File: config.mk
export PLATFORM = sky130hd
export DESIGN_NAME = flash_wp_ctrl
export DESIGN_NICKNAME = d
export VERILOG_FILES = /design/src/rtl/flash_wp_ctrl.sv
export SDC_FILE = /design/constraint.sdc
export NUM_CORES = 1
export LEC_CHECK = 0
export ABC_AREA = 1
export BUFFER_PORTS_ARGS = -buffer_cell sky130_fd_sc_hd__buf_4
export CORE_MARGIN = 2
export CORE_UTILIZATION = 40
export CTS_CLUSTER_DIAMETER = 40
export DETAILED_ROUTE_END_ITERATION = 16
export PLACE_DENSITY = 0.58
export SLEW_MARGIN = 20
export SYNTH_ARGS = -nofsm -noshare
export SYNTH_HDL_FRONTEND = slang
export SYNTH_SLANG_ARGS = --single-unit
File: constraint.sdc
create_clock -name clk -period 5.35 [get_ports clk]
set_clock_uncertainty 0.05 [all_clocks]
set_input_delay 0.8025 -clock clk [delete_from_list [all_inputs] [get_ports clk]]
set_output_delay 0.8025 -clock clk [all_outputs]
set_load 0.1 [all_outputs]
File: src/rtl/flash_wp_ctrl.sv
module flash_wp_ctrl #(
  parameter int ADDR_W = 19,
  parameter int PAGE_W = 8,
  parameter int SECT_W = 12,
  parameter int BLK_W  = 16,
  parameter int OPC_W  = 4,
  parameter logic [6:0] SR_INIT = 7'h00
) (
  input  logic              clk,
  input  logic              rst_n,
  input  logic              cmd_valid,
  input  logic [OPC_W-1:0]  cmd_op,
  input  logic [ADDR_W-1:0] cmd_addr,
  input  logic [6:0]        sr_wdata,
  input  logic              wp_n,
  output logic              grant_valid,
  output logic              grant_ok,
  output logic              wel,
  output logic              dpd,
  output logic [4:0]        prot_bits,
  output logic [1:0]        lock_bits
);

  localparam int SPAN_W = ADDR_W + 1;
  localparam int LOG_W  = $clog2(SPAN_W + 1);

  localparam logic [OPC_W-1:0] OP_WEN  = OPC_W'(1);
  localparam logic [OPC_W-1:0] OP_WDIS = OPC_W'(2);
  localparam logic [OPC_W-1:0] OP_WRSR = OPC_W'(3);
  localparam logic [OPC_W-1:0] OP_PROG = OPC_W'(4);
  localparam logic [OPC_W-1:0] OP_SE   = OPC_W'(5);
  localparam logic [OPC_W-1:0] OP_BE   = OPC_W'(6);
  localparam logic [OPC_W-1:0] OP_CE   = OPC_W'(7);
  localparam logic [OPC_W-1:0] OP_DPD  = OPC_W'(8);
  localparam logic [OPC_W-1:0] OP_WAKE = OPC_W'(9);

  localparam logic [SPAN_W-1:0] ONE      = SPAN_W'(1);
  localparam logic [SPAN_W-1:0] SPAN_TOP = ONE << ADDR_W;

  logic [6:0] sr_q, sr_d;
  logic       wel_d, dpd_d, ok_d;

  assign prot_bits = sr_q[4:0];
  assign lock_bits = sr_q[6:5];

  wire [2:0] bp_lvl  = sr_q[2:0];
  wire       bp_low  = sr_q[3];
  wire       bp_fine = sr_q[4];

  logic             prot_any;
  logic [LOG_W-1:0] prot_log;

  always_comb begin
    prot_any = (bp_lvl != 3'd0);
    if (!bp_fine) begin
      if (bp_lvl[2]) prot_log = LOG_W'(ADDR_W);
      else           prot_log = LOG_W'(ADDR_W - 4) + LOG_W'(bp_lvl);
    end else begin
      if (bp_lvl == 3'd7)  prot_log = LOG_W'(ADDR_W);
      else if (bp_lvl[2])  prot_log = LOG_W'(SECT_W + 3);
      else                 prot_log = LOG_W'(SECT_W - 1) + LOG_W'(bp_lvl);
    end
  end

  wire [SPAN_W-1:0] prot_size = ONE << prot_log;
  wire [SPAN_W-1:0] prot_lo   = bp_low ? '0 : SPAN_TOP - prot_size;
  wire [SPAN_W-1:0] prot_hi   = bp_low ? prot_size - ONE : SPAN_TOP - ONE;

  logic [LOG_W-1:0] op_log;
  always_comb begin
    case (cmd_op)
      OP_PROG: op_log = LOG_W'(PAGE_W);
      OP_SE:   op_log = LOG_W'(SECT_W);
      default: op_log = LOG_W'(BLK_W);
    endcase
  end

  wire [SPAN_W-1:0] op_size = ONE << op_log;
  wire [SPAN_W-1:0] op_lo   = {1'b0, cmd_addr} & ~(op_size - ONE);
  wire [SPAN_W-1:0] op_hi   = op_lo + op_size - ONE;
  wire              hits    = prot_any && (op_lo <= prot_hi) && (op_hi >= prot_lo);

  always_comb begin
    ok_d  = 1'b0;
    wel_d = wel;
    dpd_d = dpd;
    sr_d  = sr_q;
    if (cmd_valid) begin
      if (dpd) begin
        if (cmd_op == OP_WAKE) begin
          ok_d  = 1'b1;
          dpd_d = 1'b0;
        end
      end else begin
        case (cmd_op)
          OP_WEN: begin
            ok_d  = 1'b1;
            wel_d = 1'b1;
          end
          OP_WDIS: begin
            ok_d  = 1'b1;
            wel_d = 1'b0;
          end
          OP_WRSR: if (wel && wp_n) begin
            ok_d  = 1'b1;
            sr_d  = sr_wdata;
            wel_d = 1'b0;
          end
          OP_PROG, OP_SE, OP_BE: if (wel && !hits) begin
            ok_d  = 1'b1;
            wel_d = 1'b0;
          end
          OP_CE: if (wel && !prot_any) begin
            ok_d  = 1'b1;
            wel_d = 1'b0;
          end
          OP_DPD: begin
            ok_d  = 1'b1;
            dpd_d = 1'b1;
          end
          default: ok_d = 1'b1;
        endcase
      end
    end
  end

  always_ff @(posedge clk) begin
    if (!rst_n) begin
      grant_valid <= 1'b0;
      grant_ok    <= 1'b0;
      wel         <= 1'b0;
      dpd         <= 1'b0;
      sr_q        <= SR_INIT;
    end else begin
      grant_valid <= cmd_valid;
      grant_ok    <= ok_d;
      wel         <= wel_d;
      dpd         <= dpd_d;
      sr_q        <= sr_d;
    end
  end

endmodule

==> reports/metrics.csv <==
stage,metric,value,unit
logic_synthesis,synthTopCellsByArea,"ha_1 (25%), nand2_1 (14%), inv_1 (9.6%)",
logic_synthesis,yosysSeqAreaShare,0.0682,
detailed_routing,avgViaCountPerCell,4.82,
cts,cts_buffers,3,
detailed_routing,final_antenna_net_count,0,
worst_setup_path,slowest_stage,nor2_1,
cts,cts_tree,yes,
floorplan,rows,32,
logic_synthesis,netlist_instances,536,
global_routing,grt_pass1_wl,13.2,mm
place,preCtsSetupSlack,0.391,ns
worst_setup_path,critPathMostFrequentCell,nor2_1,
timing,finalSetupViolCount,0,
timing,hold_ws,0.439,ns
detailed_routing,drt-initial-drc-count,174,
floorplan,die_w,93.9,um
timing,fin_ws,0.715,ns
cts,cts.hold.buffers_added,0,
logic_synthesis,synth-warning-count,0,
logic_synthesis,yosysUniqueCellTypes,39,
global_routing,antenna_found_initial,0,
global_routing,grt_max_degree,22,
timing,max_freq,216,MHz
pwr,vdd_drop_max,0.114,mV
floorplan,die_h,93.9,um
worst_hold_path,hp-class,reg -> reg,
finish,final_cells,695,
timing,rsz0062_at_grt,no,
cts,h-tree-depth,1,
finish,final_nets,693,
finish,fill_cells,865,
finish,layout-drive-gt1-share,0.126,
worst_setup_path,critPathArrivalTime,4.72,ns
place,hpwl,6.83,mm
cts,cts_buffer_depth,2,
logic_synthesis,syn_area,3230,um2
floorplan,fp.coreArea,7770,um2
cts,clock_sinks,11,
place,gp_congestion,0.887,
worst_setup_path,max_stage_delay,0.34,ns
job,cap_violations,0,
detailed_routing,first_pass_iters,4,
detailed_routing,vias,3349,
global_routing,track_usage,0.182,
status,status,completed,
global_routing,grt_pass1_vias,2927,
logic_synthesis,syn-mean-instance-area,6.03,um2
timing,worst_pin_slew,0.683,ns
worst_setup_path,required,5.43,ns
detailed_routing,wl_per_cell,11.3,um
finish,n_antenna_cell,0,
timing,fin_tns_setup,0,ns
logic_synthesis,synth_top_area_frac,0.248,
detailed_routing,wirelength,7.85,mm
worst_setup_path,start_kind,input pin,
worst_setup_path,worst_setup_path_end_kind,register,
floorplan,num_io_pins,45,
timing,finalCriticalPeriod,4.63,ns
logic_synthesis,synth_area_leader_cell,ha_1,
timing,finalHoldViolCount,0,
timing,post-route-period-util,0.866,
place,port_buffers,40,
cts,cts_resized,0,
cts,cts_setup_buffers,0,
place,dp.cells,691,
pwr,power_leakage,2.30,nW
cts,path_clk_slew,0.05,ns
logic_synthesis,synth-seq-cells,11,
floorplan,start_util,0.416,
global_routing,global_route.overflow_total,0,
timing,slew_headroom,0.544,
cts,worstSkewPairLatency,0.24,ns
detailed_routing,drc,0,
worst_setup_path,worst-path-max-fanout,5,
worst_setup_path,critPathKind,in -> reg,
floorplan,dieArea,8810,um2
pwr,powerDensity,114,nW/um2
timing,drv_slew,0,
finish,syn2layout_area_growth,15.9,%
cts,cts_root_buf,clkbuf_8,
## worst max-delay path, delay by kind of cell
family / cells / cell delay, ns
adders and majority gates: 3 / 0.92
buffers and inverters: 6 / 0.43
AOI/OAI and AO/OA: 5 / 0.70
and+or+nand+nor: 16 / 1.78
xor gates and xnor gates: 1 / 0.08
## kinds of logic (layout without fill, tap and decap cells)
kind of cell / after synthesis / count (layout) / synth area share
AO/OA/AOI/OAI: 97 / 97 / 0.160
XOR/XNOR: 17 / 17 / 0.0461
adder cells (fa/ha/maj): 65 / 65 / 0.254
buffers and inverters: 99 / 133 / 0.119
flip-flops: 11 / 11 / 0.0682
other: 2 / 25 / 0.00232
AND/OR/NAND/NOR: 245 / 245 / 0.351
## metrics by stage
step | total power, W | area [um2] | util
after floorplan | 0.000276 | 3320 | -
final | 0.000427 | 3740 | 0.482
after CTS | 0.000414 | 3740 | 0.482
after detailed placement | 0.000328 | 3700 | 0.476
after global routing | 0.000471 | 3740 | 0.482
after global placement | 0.000323 | 3700 | 0.476
## final timing paths
| check | from | endpoint | slack [ns] | depth (start not counted) |
|---|---|---|---|---|
| max reg2reg | sr_q[0] | wel | 1.70 | 27 |
| max | cmd_op[2] | wel | 0.72 | 31 |
| min reg2reg | sr_q[6] | sr_q[6] | 0.44 | 2 |
| min | sr_q[6] | sr_q[6] | 0.44 | 2 |
## routing by layer
metal | wire, um | global-route usage
met5 | 0 | 0
met4 | 40 | 0.0254
met3 | 186 | 0.00963
met2 | 3460 | 0.299
met1 | 4160 | 0.267
## sequential cells by signal, summed over array words and instances (netlist names)
name,count
grant_ok,1
sr_q,7
dpd,1
wel,1
grant_valid,1
## where the power goes
group	leakage [nW]	internal, W	switching, W
clock network	0.0228	0.0000525	0.0000329
logic	2.19	0.000102	0.000154
registers	0.0893	0.0000839	0.00000161
## layout by cell type (no fill, tap or decap), types with 3 or more instances in the layout
cell	Yosys	final
nand3_2	5	5
o21ai_1	6	6
xor2_1	12	12
xnor2_1	5	5
nor2_1	50	50
nor3_1	9	9
a21oi_1	51	51
conb_1	2	25
a211oi_1	3	3
nand4_1	6	6
nand2_1	124	124
nand3_1	28	28
nand2_2	6	6
inv_1	83	83
inv_2	5	5
nor2_2	6	6
nand2_4	3	3
ha_1	64	64
dfxtp_1	11	11
clkbuf_8	0	3
buf_4	0	40
o21ai_0	27	27
## synthesized netlist by cell type
| cell | count |
|---|---|
| a2111oi_0 | 1 |
| a211oi_1 | 3 |
| a21boi_0 | 1 |
| a21o_1 | 1 |
| a21oi_1 | 51 |
| a31oi_1 | 2 |
| and3b_1 | 1 |
| buf_2 | 1 |
| buf_6 | 1 |
| clkbuf_1 | 8 |
| conb_1 | 2 |
| dfxtp_1 | 11 |
| fa_1 | 1 |
| ha_1 | 64 |
| inv_1 | 83 |
| inv_2 | 5 |
| inv_4 | 1 |
| nand2_1 | 124 |
| nand2_2 | 6 |
| nand2_4 | 3 |
| nand2_8 | 1 |
| nand3_1 | 28 |
| nand3_2 | 5 |
| nand3_4 | 1 |
| nand4_1 | 6 |
| nand4_2 | 1 |
| nor2_1 | 50 |
| nor2_2 | 6 |
| nor2_4 | 2 |
| nor3_1 | 9 |
| nor3_2 | 1 |
| nor3b_1 | 1 |
| o211ai_1 | 2 |
| o21ai_0 | 27 |
| o21ai_1 | 6 |
| o21bai_1 | 2 |
| o31ai_1 | 1 |
| xnor2_1 | 5 |
| xor2_1 | 12 |
## final cells by class
type                    instances  area (um2)  area share
repair buffers                 40         300      0.0802
multi-input cells             449        2710       0.725
well taps                     102         128      0.0341
clock buffers                   4        45.0      0.0120
flip-flops and latches         11         220      0.0588
inverters                      89         337      0.0899
Power figures use the tool's default switching activity.
